`config.mk`:
```
export PLATFORM = sky130hd
export DESIGN_NAME = mlane_vid_timing
export DESIGN_NICKNAME = d
export VERILOG_FILES = /design/src/rtl/vt_pkg.sv /design/src/rtl/vt_axis.sv /design/src/rtl/vt_out_stage.sv /design/src/rtl/mlane_vid_timing.sv
export SDC_FILE = /design/constraint.sdc
export NUM_CORES = 1
export LEC_CHECK = 0
export ABC_CLOCK_PERIOD_IN_PS = 2700
export CORE_ASPECT_RATIO = 0.5
export CORE_MARGIN = 2
export CORE_UTILIZATION = 56
export CTS_CLUSTER_SIZE = 28
export DETAILED_ROUTE_END_ITERATION = 10
export PLACE_DENSITY = 0.82
export RECOVER_POWER = 25
export SYNTH_ARGS = -nofsm -noshare
export SYNTH_HDL_FRONTEND = slang
export SYNTH_HIERARCHICAL = 1
export SYNTH_SLANG_ARGS = --single-unit
```
`constraint.sdc`:
```
create_clock -name clk_i -period 2.7 [get_ports clk_i]
set_clock_uncertainty 0.2 [all_clocks]
set_input_delay 0.405 -clock clk_i [delete_from_list [all_inputs] [get_ports clk_i]]
set_output_delay 0.405 -clock clk_i [all_outputs]
set_load 0.1 [all_outputs]
```
`src/rtl/vt_pkg.sv`:
```
package vt_pkg;
  typedef enum logic [1:0] {
    SEG_FP   = 2'd0,
    SEG_SYNC = 2'd1,
    SEG_ACT  = 2'd2,
    SEG_BP   = 2'd3
  } seg_e;

  function automatic int idx_w(input int n);
    return (n > 1) ? $clog2(n) : 1;
  endfunction
endpackage

```
`src/rtl/vt_axis.sv`:
```
module vt_axis
  import vt_pkg::*;
#(
  parameter int FP   = 50,
  parameter int SYNC = 1,
  parameter int ACT  = 192,
  parameter int BP   = 50,
  localparam int TOT = FP + SYNC + ACT + BP,
  localparam int CW  = idx_w(TOT),
  localparam int IW  = idx_w(ACT)
) (
  input  logic          clk_i,
  input  logic          rst_ni,
  input  logic          step_i,
  output logic          last_o,
  output seg_e          seg_o,
  output logic [IW-1:0] idx_o
);
  localparam logic [CW-1:0] SYNC_START = CW'(FP);
  localparam logic [CW-1:0] ACT_START  = CW'(FP + SYNC);
  localparam logic [CW-1:0] BP_START   = CW'(FP + SYNC + ACT);
  localparam logic [CW-1:0] CNT_LAST   = CW'(TOT - 1);

  logic [CW-1:0] cnt_q;

  assign last_o = (cnt_q == CNT_LAST);

  always_ff @(posedge clk_i or negedge rst_ni) begin
    if (!rst_ni)     cnt_q <= '0;
    else if (step_i) cnt_q <= last_o ? '0 : cnt_q + 1'b1;
  end

  always_comb begin
    if (cnt_q < SYNC_START)      seg_o = SEG_FP;
    else if (cnt_q < ACT_START)  seg_o = SEG_SYNC;
    else if (cnt_q < BP_START)   seg_o = SEG_ACT;
    else                         seg_o = SEG_BP;
  end

  always_comb begin
    idx_o = '0;
    if (seg_o == SEG_ACT) idx_o = IW'(cnt_q - ACT_START);
  end

  p_cnt_bound_r2: assert property (@(posedge clk_i) disable iff (!rst_ni)
    cnt_q <= CNT_LAST);
  p_hold_r3: assert property (@(posedge clk_i) disable iff (!rst_ni)
    !step_i |=> $stable(cnt_q));
  p_wrap_r3: assert property (@(posedge clk_i) disable iff (!rst_ni)
    (step_i && last_o) |=> (cnt_q == '0));
endmodule

```
`src/rtl/vt_out_stage.sv`:
```
module vt_out_stage
  import vt_pkg::*;
#(
  parameter int H_ACT = 192,
  parameter int V_ACT = 256,
  localparam int BW = idx_w(H_ACT),
  localparam int RW = idx_w(V_ACT)
) (
  input  logic          clk_i,
  input  logic          rst_ni,
  input  seg_e          h_seg_i,
  input  seg_e          v_seg_i,
  input  logic [BW-1:0] h_idx_i,
  input  logic [RW-1:0] v_idx_i,
  output logic          de_o,
  output logic          hsync_o,
  output logic          vsync_o,
  output logic [BW-1:0] beat_o,
  output logic [RW-1:0] row_o,
  output logic          done_o
);
  localparam logic [BW-1:0] BEAT_LAST = BW'(H_ACT - 1);
  localparam logic [RW-1:0] ROW_LAST  = RW'(V_ACT - 1);

  logic de_d;
  assign de_d = (h_seg_i == SEG_ACT) && (v_seg_i == SEG_ACT);

  always_ff @(posedge clk_i or negedge rst_ni) begin
    if (!rst_ni) begin
      de_o    <= 1'b0;
      hsync_o <= 1'b0;
      vsync_o <= 1'b0;
      beat_o  <= '0;
      row_o   <= '0;
      done_o  <= 1'b0;
    end else begin
      de_o    <= de_d;
      hsync_o <= de_d && (h_idx_i == '0);
      vsync_o <= (v_seg_i == SEG_SYNC);
      beat_o  <= de_d ? h_idx_i : '0;
      row_o   <= de_d ? v_idx_i : '0;
      // pulse trails the final beat by one cycle
      done_o  <= de_o && (beat_o == BEAT_LAST) && (row_o == ROW_LAST);
    end
  end

  p_hs_with_de_r5: assert property (@(posedge clk_i) disable iff (!rst_ni)
    hsync_o |-> de_o);
  p_hs_single_r5: assert property (@(posedge clk_i) disable iff (!rst_ni)
    hsync_o |=> !hsync_o);
  p_vs_blank_r6: assert property (@(posedge clk_i) disable iff (!rst_ni)
    vsync_o |-> !de_o);
  p_beat_step_r7: assert property (@(posedge clk_i) disable iff (!rst_ni)
    (de_o && !hsync_o && $past(de_o)) |-> (beat_o == $past(beat_o) + 1'b1));
  p_done_pulse_r8: assert property (@(posedge clk_i) disable iff (!rst_ni)
    done_o |=> !done_o);
  p_done_blank_r8: assert property (@(posedge clk_i) disable iff (!rst_ni)
    done_o |-> !de_o);
endmodule

```
`src/rtl/mlane_vid_timing.sv`:
```
module mlane_vid_timing
  import vt_pkg::*;
#(
  parameter int H_FP    = 50,
  parameter int H_SYNC  = 1,
  parameter int H_BP    = 50,
  parameter int WIDTH   = 768,
  parameter int H_LANES = 4,
  parameter int V_FP    = 10,
  parameter int V_SYNC  = 1,
  parameter int V_BP    = 10,
  parameter int HEIGHT  = 512,
  parameter int V_LANES = 2,
  localparam int H_ACT  = WIDTH / H_LANES,
  localparam int V_ACT  = HEIGHT / V_LANES,
  localparam int BEAT_W = idx_w(H_ACT),
  localparam int ROW_W  = idx_w(V_ACT)
) (
  input  logic              clk_i,
  input  logic              rst_ni,
  output logic              de_o,
  output logic              hsync_o,
  output logic              vsync_o,
  output logic [BEAT_W-1:0] beat_o,
  output logic [ROW_W-1:0]  row_o,
  output logic              frame_done_o
);
  seg_e              h_seg, v_seg;
  logic              h_last, v_last;
  logic [BEAT_W-1:0] h_idx;
  logic [ROW_W-1:0]  v_idx;

  vt_axis #(.FP(H_FP), .SYNC(H_SYNC), .ACT(H_ACT), .BP(H_BP)) u_h_axis (
    .clk_i (clk_i),
    .rst_ni(rst_ni),
    .step_i(1'b1),
    .last_o(h_last),
    .seg_o (h_seg),
    .idx_o (h_idx)
  );

  // vertical axis steps once per line, counted in row-pairs
  vt_axis #(.FP(V_FP), .SYNC(V_SYNC), .ACT(V_ACT), .BP(V_BP)) u_v_axis (
    .clk_i (clk_i),
    .rst_ni(rst_ni),
    .step_i(h_last),
    .last_o(v_last),
    .seg_o (v_seg),
    .idx_o (v_idx)
  );

  vt_out_stage #(.H_ACT(H_ACT), .V_ACT(V_ACT)) u_out (
    .clk_i  (clk_i),
    .rst_ni (rst_ni),
    .h_seg_i(h_seg),
    .v_seg_i(v_seg),
    .h_idx_i(h_idx),
    .v_idx_i(v_idx),
    .de_o   (de_o),
    .hsync_o(hsync_o),
    .vsync_o(vsync_o),
    .beat_o (beat_o),
    .row_o  (row_o),
    .done_o (frame_done_o)
  );

  p_frame_wrap_r3: assert property (@(posedge clk_i) disable iff (!rst_ni)
    (h_last && v_last) |=> (h_seg == SEG_FP || H_FP == 0));
  p_de_inside_r4: assert property (@(posedge clk_i) disable iff (!rst_ni)
    de_o |-> !vsync_o);
endmodule

```
---- Word-level counts from Yosys, hierarchy flattened ----
Index checks and enable logic that the tools add are counted.
operators by class
  equality and inequality tests ........... 7
  multiplexer cells ....................... 12
  reductions and logical operators ........ 5
  order comparisons ....................... 6
  $add $sub $neg .......................... 4
operators by type and width
  cell                 number
  $mux 8               4
  $add 9x1->9 const B  2
  $eq 9x9->1 const B   2
  $lt 9x4->1 const B   2
  $lt 9x6->1 const B   2
  $mux 9               2
  $eq 8x8->1 const B   2
  $lt 9x8->1 const B   1
  $lt 9x9->1 const B   1
  $logic_not 8->1      1
  $mux 2               4
  $sub 8x4->8 const B  1
  $sub 8x6->8 const B  1
  $eq 2x2->1 const B   2
  $logic_and 1x1->1    4
  $eq 2x1->1 const B   1
  $mux 1               2
word-level totals
  bits of input ports ..................... 2
  register bits ........................... 38
  output and inout bits ................... 20
  logic and storage cells ................. 42

---- Longest topological paths before layout ----
Gate-level depths: netlist (run 1).
  depth after elaboration ................. 8
  mapped depth ............................ 9
  gate-level depth less buffers ........... 8

---- By module ----
The synthesis (run 1) kept the hierarchy.
modules (own cells, without submodules)
  module               sequential area each (µm²)  cells each  instances  area each (µm²)
  vt_axis at u_h_axis  225.2                       89          1          770.7
  vt_out_stage         500.5                       48          1          718.2
  vt_axis at u_v_axis  225.2                       81          1          700.7
  mlane_vid_timing     0.0                         1           1          3.8

---- Worst setup path before layout (run 1) ----
No wires, ideal clock.
  path kind ............................... reg2reg
  from .................................... register u_h_axis.cnt_q[0]
  to ...................................... register u_v_axis.cnt_q[6]
  setup time .............................. 123 ps
  data arrival time ....................... 1935 ps
  slack ................................... 442 ps
  data required time ...................... 2377 ps
  clock period less this slack ............ 2258 ps
  stages on the path, launching flop included .. 9
  path buffers ............................ 2
  cell sequence ........................... dfrtp_1 buf_2 inv_1 ha_1 or3b_1 nor3_1 clkbuf_1 nand3_1 xnor2_1
on the way
  word-level cells in the longest chain between the ends .. 1
RTL lines
  what                    RTL line                source
  from (decl)             vt_axis.sv:24           logic [CW-1:0] cnt_q;
  from (signal assigned)  vt_axis.sv:30           else if (step_i) cnt_q <= last_o ? '0 : cnt_q + 1'b1;
  $eq 9x9->1              vt_axis.sv:26           assign last_o = (cnt_q == CNT_LAST);
  named net h_last        mlane_vid_timing.sv:29  logic h_last, v_last;
  to (signal assigned)    vt_axis.sv:30
  to (decl)               vt_axis.sv:24
The timed path passes the listed nets, and every way through them passes these cells.
A chain may end at the register's enable or synchronous reset.

---- Worst setup path after layout (run 1) ----
  from .................................... register u_h_axis.cnt_q[0]
  to ...................................... register u_v_axis.cnt_q[4]
The elaborated chain is that of the path after synthesis.

==> results of run 1 <==
power groups by stage:
stage	Clock, mW	Sequential, mW	Combinational [mW]
finish	0.577	0.744	0.426
global route	0.617	0.761	0.477
CTS	0.586	0.740	0.422
detailed placement	0	0.751	0.418
global placement	0	0.748	0.405
floorplan	0	0.661	0.424
worst paths after layout:
| check | to | cells after the start | slack, ns | startpoint |
|---|---|---|---|---|
| hold / removal | u_out/done_o$_DFF_PN0_ | 2 | 0.34 | u_out/beat_o[6]$_DFF_PN0_ |
| hold reg to reg | u_out/done_o$_DFF_PN0_ | 2 | 0.34 | u_out/beat_o[6]$_DFF_PN0_ |
| max in group asynchronous | u_out/row_o[1]$_DFF_PN0_ | 2 | 1.17 | rst_ni |
| setup reg to reg | u_v_axis/cnt_q[4]$_DFFE_PN0P_ | 7 | 0.28 | u_h_axis/cnt_q[0]$_DFFE_PN0P_ |
| setup / recovery | u_v_axis/cnt_q[4]$_DFFE_PN0P_ | 7 | 0.28 | u_h_axis/cnt_q[0]$_DFFE_PN0P_ |
| min in group asynchronous | u_v_axis/cnt_q[3]$_DFFE_PN0P_ | 2 | 0.56 | rst_ni |
synthesized netlist by cell type (2+ instances only):
library cell / count / area, um2
dfrtp_1: 38 / 951
and2_2: 16 / 120
nand2_1: 12 / 45.0
nor2_1: 11 / 41.3
xnor2_1: 10 / 87.6
inv_1: 9 / 33.8
clkbuf_1: 8 / 30.0
nand3_1: 8 / 40.0
o21ai_0: 7 / 35.0
nor3_1: 6 / 30.0
nor4_1: 6 / 37.5
nand4_1: 5 / 31.3
a21o_1: 4 / 30.0
a21oi_1: 4 / 20.0
buf_2: 4 / 20.0
ha_1: 4 / 50.1
or3_1: 4 / 25.0
xor2_1: 4 / 35.0
a31oi_1: 3 / 18.8
mux2i_1: 3 / 30.0
o21a_1: 3 / 22.5
o22ai_1: 3 / 18.8
a211oi_1: 2 / 15.0
a211oi_4: 2 / 40.0
a41oi_1: 2 / 17.5
and3_1: 2 / 12.5
and4_1: 2 / 17.5
and4b_1: 2 / 20.0
buf_6: 2 / 22.5
nand2b_1: 2 / 12.5
o211ai_1: 2 / 15.0
o21ai_1: 2 / 10.0
or3b_1: 2 / 17.5
worst max-delay path, stage by stage (launching register included):
cell and delay [ns]:
dfrtp_1 0.48, inv_1 0.14, ha_1 0.17, or3b_1 0.41, nor3_1 0.30, buf_4 0.25, a41oi_1 0.15, a31oi_1 0.22
state kept, by name, indices dropped and copies added, names as in the netlist:
| signal | flops |
|---|---|
| u_h_axis/cnt_q | 9 |
| u_out/vsync_o | 1 |
| u_out/de_o | 1 |
| u_v_axis/cnt_q | 9 |
| u_out/done_o | 1 |
| u_out/beat_o | 8 |
| u_out/row_o | 8 |
| u_out/hsync_o | 1 |
cells by family (layout without fill, tap and decap cells):
group                      count (synthesis)  count (layout)  share of synthesized area, %
xor gates and xnor gates                  14              14                          5.59
muxes                                      3               3                          1.37
adders and majority gates                  4               4                          2.28
buffers and inverters                     25              41                          5.88
AOI/OAI and AO/OA                         44              44                          15.1
and+or+nand+nor                           90              90                          26.3
DFF                                       38              38                          43.4
other                                      1               2                         0.171
layout make-up:
class                           count  area [um2]  area share [%]
Multi-Input combinational cell    157        1120            44.9
Sequential cell                    38         951            38.2
Timing Repair Buffer               24         180            7.24
Clock buffer                        5        68.8            2.77
Clock inverter                      3        68.8            2.77
Tap cell                           54        67.6            2.72
Inverter                            9        33.8            1.36
per-stage QoR:
| stage | util (%) | hold slack (ns) | std cells |
|---|---|---|---|
| 2_1_floorplan | - | -0.0906 | 220 |
| 3_3_place_gp | 61.5 | 0.319 | 282 |
| 3_5_place_dp | 61.5 | 0.332 | 282 |
| 4_1_cts | 65.1 | 0.338 | 290 |
| 5_1_grt | 65.1 | 0.369 | 290 |
| 6_report | 65.1 | 0.340 | 290 |
routing by layer:
metal	wire length, um	vias up
met5	0	-
met4	32	0
met3	220	5
met2	2260	57
met1	2070	844
li1	-	812
cells in the final DEF (no fill, tap or decap), drive strengths merged, types with 3 or more instances in the layout:
cell type	n
and3	3
dfrtp	38
nand3	8
xor2	4
nor3	6
or3	5
clkbuf	6
o22ai	3
nand4	5
inv	9
mux2i	3
ha	4
a31oi	3
o21a	3
nand2	12
a211oi	4
o21ai	9
a21o	4
xnor2	10
buf	22
a21oi	5
nor4	6
nor2	12
and2	16
==> results.py, run 1 <==
metrics = {
    "status": {
        "status": "complete, no violations",
    },
    "timing": {
        "setup_tns_ns": 0,
        "setup_viol": 0,
        "rsz0062_at_grt": "no",
        "maxSlewViolCount": 0,
        "setup_ws_ns": 0.280,
        "tightest_slew_ns": 0.907,
        "timing.fmax_ghz": 0.413,
        "fin_crit_ns": 2.42,
        "hold_viol_final": 0,
        "maxSlewHeadroom_pct": 39.5,
        "finalCritPeriodShare_pct": 89.6,
    },
    "yosys": {
        "ys_async_sr_fraction_pct": 100,
        "synthDistinctLibCells": 58,
        "synth_ff_type": "dfrtp_1",
        "ys.warnings.count": 6,
        "ys_seq_area_share_pct": 43.4,
        "ys_ff_latch": 38,
        "postSynthAreaPerCell_um2": 10.0,
        "synth_edf_count": 0,
        "postSynthCellCount": 219,
        "syn_area_um2": 2190,
    },
    "worst_setup_path": {
        "crit_fanout": 11,
        "start_kind": "flop",
        "worst_ep_required_time_ns": 2.71,
        "worst_ep_arrival_time_ns": 2.43,
        "crit_type": "reg -> reg",
        "worst_setup_path_end_kind": "flop",
    },
    "floorplan": {
        "die_area_um2": 4460,
        "core_um2": 3820,
        "die_y_um": 48.3,
        "start_util_pct": 57.4,
        "row_count": 16,
        "io_pins": 22,
        "fp.dieW_um": 92.5,
    },
    "final_layout": {
        "nFillCells": 295,
        "nNetsFinal": 241,
        "area_growth_pct": 13.4,
        "antenna_cells": 0,
        "design_area_um2": 2490,
        "drive_above_1_share_pct": 24.6,
    },
    "clocking": {
        "cts_sinks": 38,
        "hold_buffers": 0,
        "htree_levels": 2,
        "cts_buffer_depth": 2,
        "root_buffer": "clkbuf_8",
        "clk_pin_slew_ns": 0.08,
        "post_cts_buffers": 0,
        "clk_latency_ns": 0.30,
        "post_cts_resized": 0,
        "cts_tree": "built",
        "cts_made_buffers": 5,
    },
    "power": {
        "leakage_nw": 1.18,
        "p_per_area_nw_per_um2": 702,
        "p_comb_share_pct": 24.4,
        "p_int_mw": 1.18,
        "clkPwrFrac_pct": 33.0,
        "switching_power_uw": 570,
        "switching_share_pct": 32.7,
        "power_frac_seq_pct": 42.6,
        "power_mw": 1.75,
        "peakVddDrop_mv": 0.294,
    },
    "global_route": {
        "met2_usage_pct": 40.7,
        "grt_use_total_pct": 21.9,
        "grt_start_max_net_pins": 39,
        "grt_overflow": 0,
        "use_met1_pct": 26.5,
        "grt_first_pass_wirelength_um": 7330,
        "grt_pass1_vias": 1576,
        "use_met3_pct": 5.10,
        "globalRoute.busiestLayer": "met2",
        "antenna_found_initial": 0,
    },
    "route": {
        "via_count": 1718,
        "drtPass1Iterations": 4,
        "drt_iter0_markers": 102,
        "drc": 0,
        "vias_per_cell": 5.92,
        "wl_per_cell_um": 15.8,
        "drt.antenna.violating_nets": 0,
        "wl_um": 4580,
    },
    "hold_path": {
        "hold_class": "reg -> reg",
    },
    "placement": {
        "dpl.hpwl_um": 3230,
        "placed_cell_area_um2": 2350,
        "place.gp.congestion": 0.932,
        "pre_cts_ws_ns": 0.298,
        "io_buffers": 21,
    },
    "run": {
        "cap_viol_max_count": 0,
    },
}
No activity file was read; power rests on OpenSTA's default activity.
==> inputs of run 2 (changes only) <==
--- a/config.mk
+++ b/config.mk
@@ -9,6 +9,7 @@
 export CORE_ASPECT_RATIO = 0.5
 export CORE_MARGIN = 2
 export CORE_UTILIZATION = 56
+export CTS_CLUSTER_DIAMETER = 50
 export CTS_CLUSTER_SIZE = 28
 export DETAILED_ROUTE_END_ITERATION = 10
 export PLACE_DENSITY = 0.82
==> results of run 2 <==
Final layout, timing and power as in run 1 (identical DEF).
==> inputs of run 3 (changes only) <==
--- a/config.mk
+++ b/config.mk
@@ -5,14 +5,14 @@
 export SDC_FILE = /design/constraint.sdc
 export NUM_CORES = 1
 export LEC_CHECK = 0
-export ABC_CLOCK_PERIOD_IN_PS = 2700
+export ABC_CLOCK_PERIOD_IN_PS = 2990
 export CORE_ASPECT_RATIO = 0.5
 export CORE_MARGIN = 2
-export CORE_UTILIZATION = 56
+export CORE_UTILIZATION = 59
 export CTS_CLUSTER_DIAMETER = 50
 export CTS_CLUSTER_SIZE = 28
 export DETAILED_ROUTE_END_ITERATION = 10
-export PLACE_DENSITY = 0.82
+export PLACE_DENSITY = 0.85
 export RECOVER_POWER = 25
 export SYNTH_ARGS = -nofsm -noshare
 export SYNTH_HDL_FRONTEND = slang
==> constraint.sdc (replaced) <==
create_clock -name clk_i -period 2.99 [get_ports clk_i]
set_clock_uncertainty 0.2 [all_clocks]
set_input_delay 0.4485 -clock clk_i [delete_from_list [all_inputs] [get_ports clk_i]]
set_output_delay 0.4485 -clock clk_i [all_outputs]
set_load 0.1 [all_outputs]
==> run 3 against run 2 <==
  * Sequential power down 8.5%
  * Combinational power down 13%
  * The run now ends with max-capacitance violations, max-slew violations left
  * Critical path depth unchanged
  * Non-clock buffer count down 2
  * Clock power down 9.9%
  * Worst setup slack better by 0.15 ns
  * Core utilization up 5.6 points
  * Highest routed layer unchanged
  * Sequential cell count unchanged
  * Hold slack worse by 0.017 ns
  * Die area down 4.8%
==> results.py, run 3 (synthesis results as in run 1) <==
metrics = {
    "worst_setup_path": {
        "r2r.worst_path.cells": 7,
        "worst_ep_arrival_time_ns": 2.53,
        "regToRegSetupSlack_ns": 0.43,
        "crit_type": "reg -> reg",
        "reg2reg_from": "u_h_axis/cnt_q[0]$_DFFE_PN0P_",
        "start_kind": "flop",
        "worst_setup_path_end_kind": "flop",
        "rr_endpoint": "u_v_axis/cnt_q[5]$_DFFE_PN0P_",
        "crit_fanout": 8,
        "worst_ep_required_time_ns": 2.96,
        "cp_slowest_stage_delay_ns": 0.49,
        "crit_chain": "inv_1, ha_1, or3b_1, nor3_1, and3_1, nand4_1, xnor2_1",
        "cp_slowest_cell": "dfrtp_1",
    },
    "power": {
        "clkPwrFrac_pct": 33.1,
        "power_mw": 1.57,
        "leakage_nw": 1.17,
        "switching_power_uw": 517,
        "p_per_area_nw_per_um2": 637,
        "peakVddDrop_mv": 0.369,
        "power_frac_seq_pct": 43.3,
        "p_comb_share_pct": 23.6,
        "switching_share_pct": 32.9,
        "p_int_mw": 1.05,
    },
    "route": {
        "wl_per_cell_um": 15.8,
        "vias_per_cell": 5.87,
        "drc": 0,
        "drtPass1Iterations": 4,
        "drt_iter0_markers": 63,
        "via_count": 1674,
        "drt.antenna.violating_nets": 0,
        "wl_um": 4510,
    },
    "final_layout": {
        "antenna_cells": 0,
        "reg.largest.list": "u_h_axis/cnt_q (9), u_v_axis/cnt_q (9)",
        "area_growth_pct": 12.4,
        "final_common_cell": "dfrtp_1",
        "nNetsFinal": 239,
        "final_cell_mix": "dfrtp_1 (38), buf_4 (21), and2_2 (16), nand2_1 (12), nor2_1 (11)",
        "drive_above_1_share_pct": 23.9,
    },
    "run": {
        "cap_viol_max_count": 1,
    },
    "hold_path": {
        "hold_class": "reg -> reg",
        "hold_end": "u_out/done_o$_DFF_PN0_",
        "hold_depth": 2,
        "hold_start": "u_out/row_o[4]$_DFF_PN0_",
    },
    "timing": {
        "rsz0062_at_grt": "no",
        "hold_viol_final": 0,
        "timing.fmax_ghz": 0.391,
        "setup_viol": 0,
        "finalCritPeriodShare_pct": 85.6,
        "maxSlewHeadroom_pct": -32.2,
        "setup_tns_ns": 0,
        "tightest_slew_ns": 1.98,
        "fin_crit_ns": 2.56,
        "maxSlewViolCount": 39,
    },
    "floorplan": {
        "die_y_um": 47.1,
        "row_count": 15,
        "die_area_um2": 4250,
        "core_um2": 3490,
        "fp.dieW_um": 90.2,
        "io_pins": 22,
        "start_util_pct": 62.8,
    },
    "global_route": {
        "grt_pass1_vias": 1613,
        "grt_overflow": 0,
        "grt_use_total_pct": 22.9,
        "grt_first_pass_wirelength_um": 7380,
        "grt_start_max_net_pins": 39,
        "antenna_found_initial": 0,
    },
    "clocking": {
        "cts_buffer_depth": 2,
        "hold_buffers": 0,
        "post_cts_buffers": 0,
        "cts_tree": "built",
        "cts_made_buffers": 5,
        "clk_latency_ns": 0.29,
        "cts_sinks": 38,
        "clk_pin_slew_ns": 0.08,
        "root_buffer": "clkbuf_8",
        "htree_levels": 2,
        "post_cts_resized": 0,
    },
    "status": {
        "status": "finished, violations left",
        "violations": "max-capacitance violations, max-slew violations",
    },
    "placement": {
        "place.gp.congestion": 0.870,
        "dpl.hpwl_um": 3160,
        "io_buffers": 21,
    },
}
## run 3: cell count changes in the layout (fill, tap and decap cells not counted)
cell	delta
buf_4	-1
clkbuf_1	+1
clkbuf_2	-1
dlygate4sd3_1	-1
## run 3: worst max-delay path by stage
stage                                  start                            end  slack, ns  cells after the start
3_3_place_gp   u_h_axis/cnt_q[0]$_DFFE_PN0P_  u_v_axis/cnt_q[5]$_DFFE_PN0P_       0.61                      7
2_1_floorplan  u_h_axis/cnt_q[0]$_DFFE_PN0P_  u_v_axis/cnt_q[6]$_DFFE_PN0P_       0.73                      8
5_1_grt        u_h_axis/cnt_q[0]$_DFFE_PN0P_  u_v_axis/cnt_q[5]$_DFFE_PN0P_       0.23                      7
3_5_place_dp   u_h_axis/cnt_q[0]$_DFFE_PN0P_  u_v_axis/cnt_q[5]$_DFFE_PN0P_       0.46                      7
4_1_cts        u_h_axis/cnt_q[0]$_DFFE_PN0P_  u_v_axis/cnt_q[5]$_DFFE_PN0P_       0.44                      7
6_report       u_h_axis/cnt_q[0]$_DFFE_PN0P_  u_v_axis/cnt_q[5]$_DFFE_PN0P_       0.43                      7
## run 3: cell type report
class	instances	area, um2
Multi-Input combinational cell	157	1120
Fill cell	251	1030
Sequential cell	38	951
Timing Repair Buffer	22	161
Clock buffer	5	68.8
Clock inverter	3	68.8
Tap cell	51	63.8
Inverter	9	33.8
## run 3: metrics by stage
stage | area [um2] | util [%] | setup slack (ns) | hold WS [ns] | std cells
after global placement | 2330 | 66.7 | 0.607 | 0.312 | 277
after CTS | 2470 | 70.6 | 0.443 | 0.0677 | 285
after floorplan | 2200 | - | 0.732 | -0.0471 | 220
after detailed placement | 2330 | 66.7 | 0.462 | 0.311 | 277
final | 2460 | 70.6 | 0.429 | 0.323 | 285
after global routing | 2460 | 70.6 | 0.230 | 0.341 | 285
## run 3: per-layer routing
metal | vias to the layer above | share of wire [%] | wire length, um | track usage (%)
li1 | 808 | - | - | -
met1 | 805 | 46 | 2050 | 28.7
met5 | - | 0 | 0 | 0
met4 | 0 | 0.75 | 34 | 8.62
met3 | 4 | 4.8 | 216 | 5.78
met2 | 57 | 49 | 2200 | 40.5
## run 3: power by group through the flow
stage	registers, mW	logic, mW	clock network [mW]
2_1_floorplan	0.597	0.383	0
3_3_place_gp	0.680	0.347	0
3_5_place_dp	0.686	0.360	0
4_1_cts	0.675	0.364	0.535
5_1_grt	0.689	0.400	0.554
6_report	0.681	0.370	0.520
## run 3: critical path: cells and delay by family, from the launching register on
kind | cells | cell delay, ns
xor gates and xnor gates | 1 | 0.16
adders and majority gates | 1 | 0.17
and+or+nand+nor | 4 | 1.26
DFF | 1 | 0.49
buffers and inverters | 1 | 0.15
